[src/rtl/mbs_pkg.sv]
package mbs_pkg;

    localparam int BE_W = 4;

    typedef enum logic {
        ST_IDLE = 1'b0,
        ST_DATA = 1'b1
    } mbs_state_e;

    // active-high enables: nonempty and one contiguous run
    function automatic logic be_is_legal(input logic [BE_W-1:0] be);
        logic [BE_W-1:0] lsb;
        lsb = be & (~be + 1'b1);
        return (be != '0) && (((be + lsb) & be) == '0);
    endfunction

endpackage

[src/rtl/mbs_be_decode.sv]
module mbs_be_decode
    import mbs_pkg::*;
(
    input  logic [BE_W-1:0] be,
    output logic            legal,
    output logic [1:0]      lo_bits
);

    always_comb begin
        lo_bits = 2'd0;
        for (int i = BE_W - 1; i >= 0; i--) begin
            if (be[i]) lo_bits = 2'(i);
        end
    end

    assign legal = be_is_legal(be);

endmodule

[src/rtl/mbs_regfile.sv]
module mbs_regfile
    import mbs_pkg::*;
#(
    parameter int DEPTH = 16,
    localparam int IDX_W = $clog2(DEPTH)
) (
    input  logic             clk,
    input  logic             rst_n,
    input  logic             we,
    input  logic [IDX_W-1:0] idx,
    input  logic [BE_W-1:0]  wbe,
    input  logic [31:0]      wdata,
    output logic [31:0]      rdata
);

    logic [31:0] mem_q [DEPTH];

    for (genvar r = 0; r < DEPTH; r++) begin : g_row
        for (genvar b = 0; b < BE_W; b++) begin : g_byte
            always_ff @(posedge clk or negedge rst_n) begin
                if (!rst_n) begin
                    mem_q[r][8*b +: 8] <= 8'h00;
                end else if (we && (idx == IDX_W'(r)) && wbe[b]) begin
                    mem_q[r][8*b +: 8] <= wdata[8*b +: 8];
                end
            end
        end
    end

    assign rdata = mem_q[idx];

    // a write strobe always carries at least one byte lane
    a_r6_we_has_lane: assert property (@(posedge clk) disable iff (!rst_n)
        we |-> (wbe != '0));

endmodule

[src/rtl/mbs_slave.sv]
module mbs_slave
    import mbs_pkg::*;
#(
    parameter int DEPTH = 16,
    localparam int IDX_W = $clog2(DEPTH),
    localparam int WA_W  = 30
) (
    input  logic        clk,
    input  logic        rst_n,
    input  logic [31:0] bus_ad_in,
    input  logic        addr_phase,
    input  logic        cyc_write,
    input  logic [1:0]  burst_len,
    input  logic [1:0]  wait_cfg,
    input  logic [3:0]  be_n,
    output logic        rdy,
    output logic        bad_acc,
    output logic [31:0] rd_data,
    output logic [31:0] xfer_addr
);

    localparam logic [WA_W-1:0] LIMIT = WA_W'(DEPTH);

    typedef struct packed {
        mbs_state_e      st;
        logic            wr;
        logic [1:0]      left;
        logic [1:0]      wt;
        logic [1:0]      wcnt;
        logic [WA_W-1:0] wa;
        logic [BE_W-1:0] be;
        logic            err;
        logic            bad;
    } ctl_t;

    ctl_t q, d;

    logic        cur_legal;
    logic [1:0]  cur_lo;
    logic        in_range;
    logic        err_nx;
    logic        rf_we;
    logic [31:0] rf_rd;
    wire  [1:0]  unused_lo = bus_ad_in[1:0];

    mbs_be_decode u_dec (
        .be      (q.be),
        .legal   (cur_legal),
        .lo_bits (cur_lo)
    );

    assign in_range = (q.wa < LIMIT);
    assign rdy      = (q.st == ST_DATA) && (q.wcnt == q.wt);
    assign err_nx   = q.err | ~cur_legal | ~in_range;
    assign rf_we    = rdy && q.wr && cur_legal && in_range;

    mbs_regfile #(.DEPTH(DEPTH)) u_rf (
        .clk   (clk),
        .rst_n (rst_n),
        .we    (rf_we),
        .idx   (q.wa[IDX_W-1:0]),
        .wbe   (q.be),
        .wdata (bus_ad_in),
        .rdata (rf_rd)
    );

    always_comb begin
        d     = q;
        d.bad = 1'b0;
        unique case (q.st)
            ST_IDLE: begin
                if (addr_phase) begin
                    d.st   = ST_DATA;
                    d.wa   = bus_ad_in[31:2];
                    d.be   = ~be_n;
                    d.wr   = cyc_write;
                    d.left = burst_len;
                    d.wt   = wait_cfg;
                    d.wcnt = 2'd0;
                    d.err  = 1'b0;
                end
            end
            ST_DATA: begin
                if (!rdy) begin
                    d.wcnt = q.wcnt + 2'd1;
                end else if (q.left == 2'd0) begin
                    d.st  = ST_IDLE;
                    d.bad = err_nx;
                    d.err = 1'b0;
                end else begin
                    d.left = q.left - 2'd1;
                    d.wa   = q.wa + WA_W'(1);
                    d.be   = ~be_n;
                    d.wcnt = 2'd0;
                    d.err  = err_nx;
                end
            end
            default: d = q;
        endcase
    end

    always_ff @(posedge clk or negedge rst_n) begin
        if (!rst_n) begin
            q <= '{st: ST_IDLE, default: '0};
        end else begin
            q <= d;
        end
    end

    assign bad_acc   = q.bad;
    assign xfer_addr = {q.wa, cur_lo};
    assign rd_data   = (rdy && !q.wr && in_range) ? rf_rd : 32'h0;

    // latched enables hold through wait cycles
    a_r3_be_hold: assert property (@(posedge clk) disable iff (!rst_n)
        (q.st == ST_DATA && !rdy) |=> $stable(q.be));

    // back-to-back READY only with zero wait cycles
    a_r4_wait_gap: assert property (@(posedge clk) disable iff (!rst_n)
        (rdy && q.wt != 2'd0) |=> !rdy);

    // word address steps by one between words of a burst
    a_r5_addr_step: assert property (@(posedge clk) disable iff (!rst_n)
        (rdy && q.left != 2'd0) |=> (q.wa == $past(q.wa) + WA_W'(1)));

    // strobe only in the cycle right after a READY
    a_r9_bad_after_rdy: assert property (@(posedge clk) disable iff (!rst_n)
        bad_acc |-> ($past(rdy) && !rdy));

    // an address cycle during a burst leaves the state unchanged
    a_r10_no_recapture: assert property (@(posedge clk) disable iff (!rst_n)
        (q.st == ST_DATA && !rdy) |=> ($stable(q.wa) && $stable(q.left)));

endmodule

[config.mk]
export PLATFORM = sky130hd
export DESIGN_NAME = mbs_slave
export DESIGN_NICKNAME = d
export VERILOG_FILES = /design/src/rtl/mbs_pkg.sv /design/src/rtl/mbs_be_decode.sv /design/src/rtl/mbs_regfile.sv /design/src/rtl/mbs_slave.sv
export SDC_FILE = /design/constraint.sdc
export NUM_CORES = 1
export LEC_CHECK = 0
export BUFFER_PORTS_ARGS = -buffer_cell sky130_fd_sc_hd__buf_4
export CAP_MARGIN = 40
export CORE_AREA = 10 10 338 340
export CTS_CLUSTER_DIAMETER = 60
export CTS_CLUSTER_SIZE = 25
export DETAILED_ROUTE_END_ITERATION = 8
export DIE_AREA = 0 0 348 350
export GPL_TIMING_DRIVEN = 0
export PLACE_DENSITY = 0.47
export SLEW_MARGIN = 30
export SYNTH_ARGS = -nofsm -noshare
export SYNTH_HDL_FRONTEND = slang
export SYNTH_SLANG_ARGS = --single-unit
[constraint.sdc]
create_clock -name clk -period 3.1 [get_ports clk]
set_clock_uncertainty 0.2 [all_clocks]
set_input_delay 0.62 -clock clk [delete_from_list [all_inputs] [get_ports clk]]
set_output_delay 0.62 -clock clk [all_outputs]
set_load 0.02 [all_outputs]
======== Yosys cells after proc, flatten, opt, wreduce, memory -nomap -nowiden ========
Index checks and enable logic that the tools add are counted.
word-level totals
  input port bits ......................... 44
  logic and storage cells ................. 228
  output and inout bits ................... 66
  flip-flop bits (word level) ............. 556
cells by class
  add/subtract/negate cells ............... 5
  reduce and logical (&&, ||, !) cells .... 96
  mux-type cells .......................... 22
  equal/unequal tests ..................... 20
  bitwise operators ....................... 10
  $lt $le $gt $ge ......................... 2
operators with widths
  kind                                                 count
  binary-select mux 32 bit (select 4 bit)              1
  2-to-1 mux 32 bit                                    3
  logical AND 1 bit                                    87
  case mux 37 bit (2 select lines)                     1
  2-to-1 mux 36 bit                                    2
  2-to-1 mux 43 bit                                    1
  == test 4 bit, second input constant                 8
  adder 30 x 1 -> 30 bit, second input constant        1
  < comparator 30 x 5 -> 1 bit, second input constant  1
  == test 4 x 3 -> 1 bit, second input constant        4
  2-to-1 mux 2 bit                                     7
  bitwise AND 4 bit                                    2
  == test 4 x 2 -> 1 bit, second input constant        2
  zero test 4 bit                                      2
  inverter 4 bit                                       2
  != test 2 bit, second input constant                 3
  AND reduction 2 bit                                  3
  >= comparator 5 bit, second input constant           1
  2-to-1 mux 1 bit                                     5
  inverter 4 -> 5 bit                                  1
  adder 4 x 1 -> 4 bit, second input constant          1
  adder 4 bit                                          1
  == test 4 x 1 -> 1 bit, second input constant        1
  case mux 2 bit (2 select lines)                      1
  other kinds (11)                                     14

======== Longest topological paths before layout ========
  depth after elaboration ................. 13
  mapped depth ............................ 10
  mapped depth without buffers ............ 7

======== Modules after synthesis ========
Synthesis repeated with hierarchy kept, for this count alone.
unflattened totals
  cells, all modules ...................... 1797
  area total of the unflattened synthesis .. 26302.7 um2
by module, submodules not included
  module         area an instance (um2)  instances  cells an instance  sequential area each (um2)
  mbs_regfile    23272.3                 1          1432               12812.3
  mbs_slave      2979.1                  1          357                1101.1
  mbs_be_decode  51.3                    1          8                  0.0

======== Least setup slack after synthesis ========
No wires, ideal clock.
  path kind ............................... register -> output
  from .................................... register q (netlist bit xfer_addr[2])
  to ...................................... output rd_data[10]
  stages on the path, launching flop included .. 7
  data required time ...................... 2280 ps
  path buffers ............................ 3
  path slack .............................. 37 ps
  arrival ................................. 2243 ps
  cell sequence ........................... dfrtp_1 clkbuf_1 clkbuf_1 buf_1 mux4_2 a22oi_1 a21oi_1
on the way
  longest elaborated chain between the ends .. 5
  elaborated cells between the ends (all ways) .. 7
  those cells by class .................... order compare: 1; mux: 4; bitwise: 1; reduce/logical: 1
RTL lines
  element                                                                               RTL line          text
  from (decl)                                                                           mbs_slave.sv:36   ctl_t q, d;
  from (signal assigned)                                                                mbs_slave.sv:104  q <= '{st: ST_IDLE, default: '0};
  from (signal assigned)                                                                mbs_slave.sv:106  q <= d;
  parallel branches: the longest is 4 deep, another holds < comparator 30 x 5 -> 1 bit  -
  2-to-1 mux 32 bit *                                                                   mbs_slave.sv:112  assign rd_data = (rdy && !q.wr && in_range) ? rf_rd : 32'h0;
  to (decl)                                                                             mbs_slave.sv:18   output logic [31:0] rd_data,
Mark *: on every way between the ends. The select of a mux whose other input is x is not followed.

======== Final worst setup path ========
  from .................................... register q (netlist bit xfer_addr[29])
  to ...................................... output rd_data[2]
on the way
  longest elaborated chain between the ends .. 3
RTL lines
  element                       RTL line          text
  < comparator 30 x 5 -> 1 bit  mbs_slave.sv:52   assign in_range = (q.wa < LIMIT);
  logical AND 1 bit             mbs_slave.sv:112
  2-to-1 mux 32 bit             mbs_slave.sv:112
No other way between the ends.

==> summary.txt <==
STA
  – Final hold vios: 0
  – Unrepaired setup endpoints after global routing: yes
  – Fmax: 267 MHz
  – Post-layout minimum cycle time: 3.74 ns
  – Final setup viols: 32
  – Slew Limit Fails: 0
  – Period utilisation layout: 121%
  – Worst-Margin Slew: 0.906 ns
  – Slew margin rel.: 39.6%
  – Final WS setup: -0.643 ns

Setup path
  – WP data required: 2.28 ns
  – CP Capture Type: primary output
  – Critical-path cell list: nor4_2 > nand4_1 > or2_4 > or3_4 > clkbuf_16 > a21oi_4 > buf_6
  – Startpoint Class: register
  – Crit-path slowest cell: or3_4
  – Crit path DAT: 2.92 ns
  – Crit Path Max Fanout: 7
  – Path type of the worst setup path: register to primary output
  – Crit path largest cell delay: 0.49 ns

Place
  – Routability congestion estimate: 0.850
  – Area post-placement: 0.0296 mm²
  – I/O Buffers: 108
  – Worst slack at placement: -1.16 ns
  – Post-detail-place hpwl: 61200 µm

Clock tree
  – Clock Path Buffers: 3
  – # clock sinks: 556
  – Worst-skew pair later-pin latency: 0.61 ns
  – Clock root buffer: clkbuf_16
  – Num CTS Buffers: 50
  – TritonCTS clock tree: built
  – CTS clk-pin slew, worst paths: 0.08 ns
  – H-tree depth: 2

Power
  – Total Power: 0.0241 W
  – Maximum VDD drop: 0.000409 V
  – Net Sw Frac: 38.2%
  – NetSw: 0.00919 W
  – P_int: 0.0149 W
  – Sequential Power Share: 34.8%
  – Combinational Power Share: 37.4%
  – Leakage: 13.7 nW
  – Cell Pwr Density: 733 mW/mm²
  – Clock power share: 27.8%

Die
  – Starting density of the core: 24.7%
  – Core Box Area: 0.108 mm²
  – # rows: 121
  – Die H: 350 µm
  – Area of the die: 0.122 mm²
  – IO Count: 110
  – Chip Width: 348 µm

Yosys
  – Netlist cell types: 56
  – Top cells by area in the synthesized netlist: dfrtp_1 (52%), mux2_2 (21%), mux4_2 (11%), a22oi_1 (2.0%), clkbuf_1 (1.4%)
  – Register area share after synthesis: 52.3%
  – Commonest cells post-synth: dfrtp_1 (556), mux2_2 (490), mux4_2 (128), clkbuf_1 (98), a22oi_1 (71)
  – Number of enable flip-flop cells after synthesis: 0
  – Post-Syn Instances: 1803
  – Area leader, netlist: dfrtp_1
  – Mapped Nets: 1852
  – Post-synth top flop: dfrtp_1
  – Post-Syn Area: 0.0266 mm²
  – Top-area cell type share of the netlist area: 52.3%
  – Syn_area_per_cell: 14.8 µm²
  – Yosys reg bits: 556
  – Synth Warn #: 0
  – Most common cell in the netlist: dfrtp_1
  – Async set-reset flop share out of synthesis: 100%

Route
  – Drt total wl: 85700 µm
  – Via Count: 16741
  – DR pass1 iterations: 5
  – ANT nets after route: 0
  – DRC viols: 0
  – Routed wire per std cell: 24.7 µm
  – Iteration-0 DRC Markers: 924
  – Vias per cell: 4.82

Global route
  – Vias in the first global route: 18403
  – Largest net degree at the start of global routing: 89
  – GR Util All Layers: 13.9%
  – Gr ovfl total: 0
  – Initial antenna violation count: 5
  – Global-route wire length before repair: 127000 µm

Run
  – Max cap viols: 0

Layout
  – Fin area: 0.0329 mm²
  – Layout Nets: 2065
  – Area grow syn2layout: 23.5%
  – Share of cells above drive strength 1: 55.3%

Run status
  – Status: complete, but fails checks
  – Failing checks: negative setup slack

Worst hold path
  – HP Class: input pin to register
## cells in the final DEF, fill, tap and decap left out, types with 11 or more instances in the layout
cell         n
clkbuf_16   60
mux2_1      21
clkbuf_1    51
buf_4      156
o21ai_0     29
clkbuf_4    12
dfrtp_1    540
nand3_1     17
nand3_4     20
nand2_1     58
a22oi_2     19
a22oi_1     52
buf_6       55
and4bb_2    12
and2_1      16
mux4_2     128
inv_1       11
dfrtp_2     16
nand4_1     14
a21oi_4     30
nor2_1      11
mux2_2     489
clkbuf_2    20
nand4b_4    12
## metal layers
layer	part of all wire (%)	GRT usage, %	vias to the layer above
met5	0.010	0	-
met4	2.0	3.25	2
met3	5.4	2.91	101
met2	48	23.0	364
met1	45	18.5	9070
li1	-	-	7204
## worst max-delay path, delay by kind of cell, from the launching register on
family,cells,cell delay (ns)
and+or+nand+nor,4,1.27
DFF,1,0.44
buffers and inverters,2,0.40
AOI/OAI and AO/OA,1,0.19
## what timing repair did
action / CTS / global route
hold buffers: 3 / 0
resized for setup: 219 / 64
endpoints found under the hold margin: 67 / 0
endpoints found under the setup margin: 536 / 419
pin swaps: 7 / 7
gates cloned: 3 / 3
buffers inserted: 17 / 13
## state kept, by name, summed over array words and instances, names as in the netlist
| name | cells |
|---|---|
| bad_acc | 1 |
| xfer_addr | 30 |
| u_rf.mem_q | 512 |
| q | 13 |
## power groups by stage
| stage | combinational [W] | sequential (W) | clock (W) |
|---|---|---|---|
| floorplan | 0.00510 | 0.00825 | 0 |
| global placement | 0.00790 | 0.00847 | 0 |
| detailed placement | 0.00813 | 0.00849 | 0 |
| CTS | 0.00890 | 0.00832 | 0.00693 |
| global route | 0.00962 | 0.00844 | 0.00719 |
| finish | 0.00900 | 0.00838 | 0.00671 |
## path summary, 6_finish.rpt
path	startpoint	endpoint	slack [ns]	cells past startpoint
worst max-delay path	xfer_addr[29]$_DFFE_PN0P_	rd_data[2]	-0.64	7
worst min-delay path	be_n[2]	q[4]$_DFFE_PN0P_	0.04	2
worst max register to register	xfer_addr[29]$_DFFE_PN0P_	u_rf.mem_q[28]$_DFFE_PN0P_	0.06	7
worst min register to register	u_rf.mem_q[273]$_DFFE_PN0P_	u_rf.mem_q[273]$_DFFE_PN0P_	0.30	1
max in group asynchronous	rst_n	u_rf.mem_q[436]$_DFFE_PN0P_	0.64	5
min in group asynchronous	rst_n	u_rf.mem_q[484]$_DFFE_PN0P_	0.38	2
## per-stage QoR
| stage | cells | hold WS (ns) | setup TNS (ns) | util [%] |
|---|---|---|---|---|
| finish | 3472 | 0.0392 | -18.99 | 30.5 |
| detailed placement | 3351 | 0.280 | -242.37 | 27.4 |
| global placement | 3325 | 0.269 | -2932.70 | 27.1 |
| CTS | 3465 | 0.0103 | -22.82 | 30.1 |
| floorplan | 1803 | 0.124 | 0 | - |
| global route | 3471 | 0.0413 | -22.49 | 30.5 |
## area by class of cell
class	count	area (µm²)
well taps	1414	1770
repair buffers	175	1760
inverters	12	46.3
fillers	10739	74900
diodes	1	2.50
flip-flops and latches	556	13900
clock inverters	41	488
plain buffers	159	1090
multi-input cells	1062	12500
clock buffers	52	1280
## cells by family after synthesis
family / after synthesis / synth area share (%)
compound gates: 161 / 3.98
xor+xnor: 18 / 0.648
fa+ha+maj: 5 / 0.235
buf+inv: 185 / 3.32
flops: 556 / 52.3
mux: 642 / 32.6
simple gates: 236 / 7.01
Note: power is estimated with default switching activity, not from simulation.
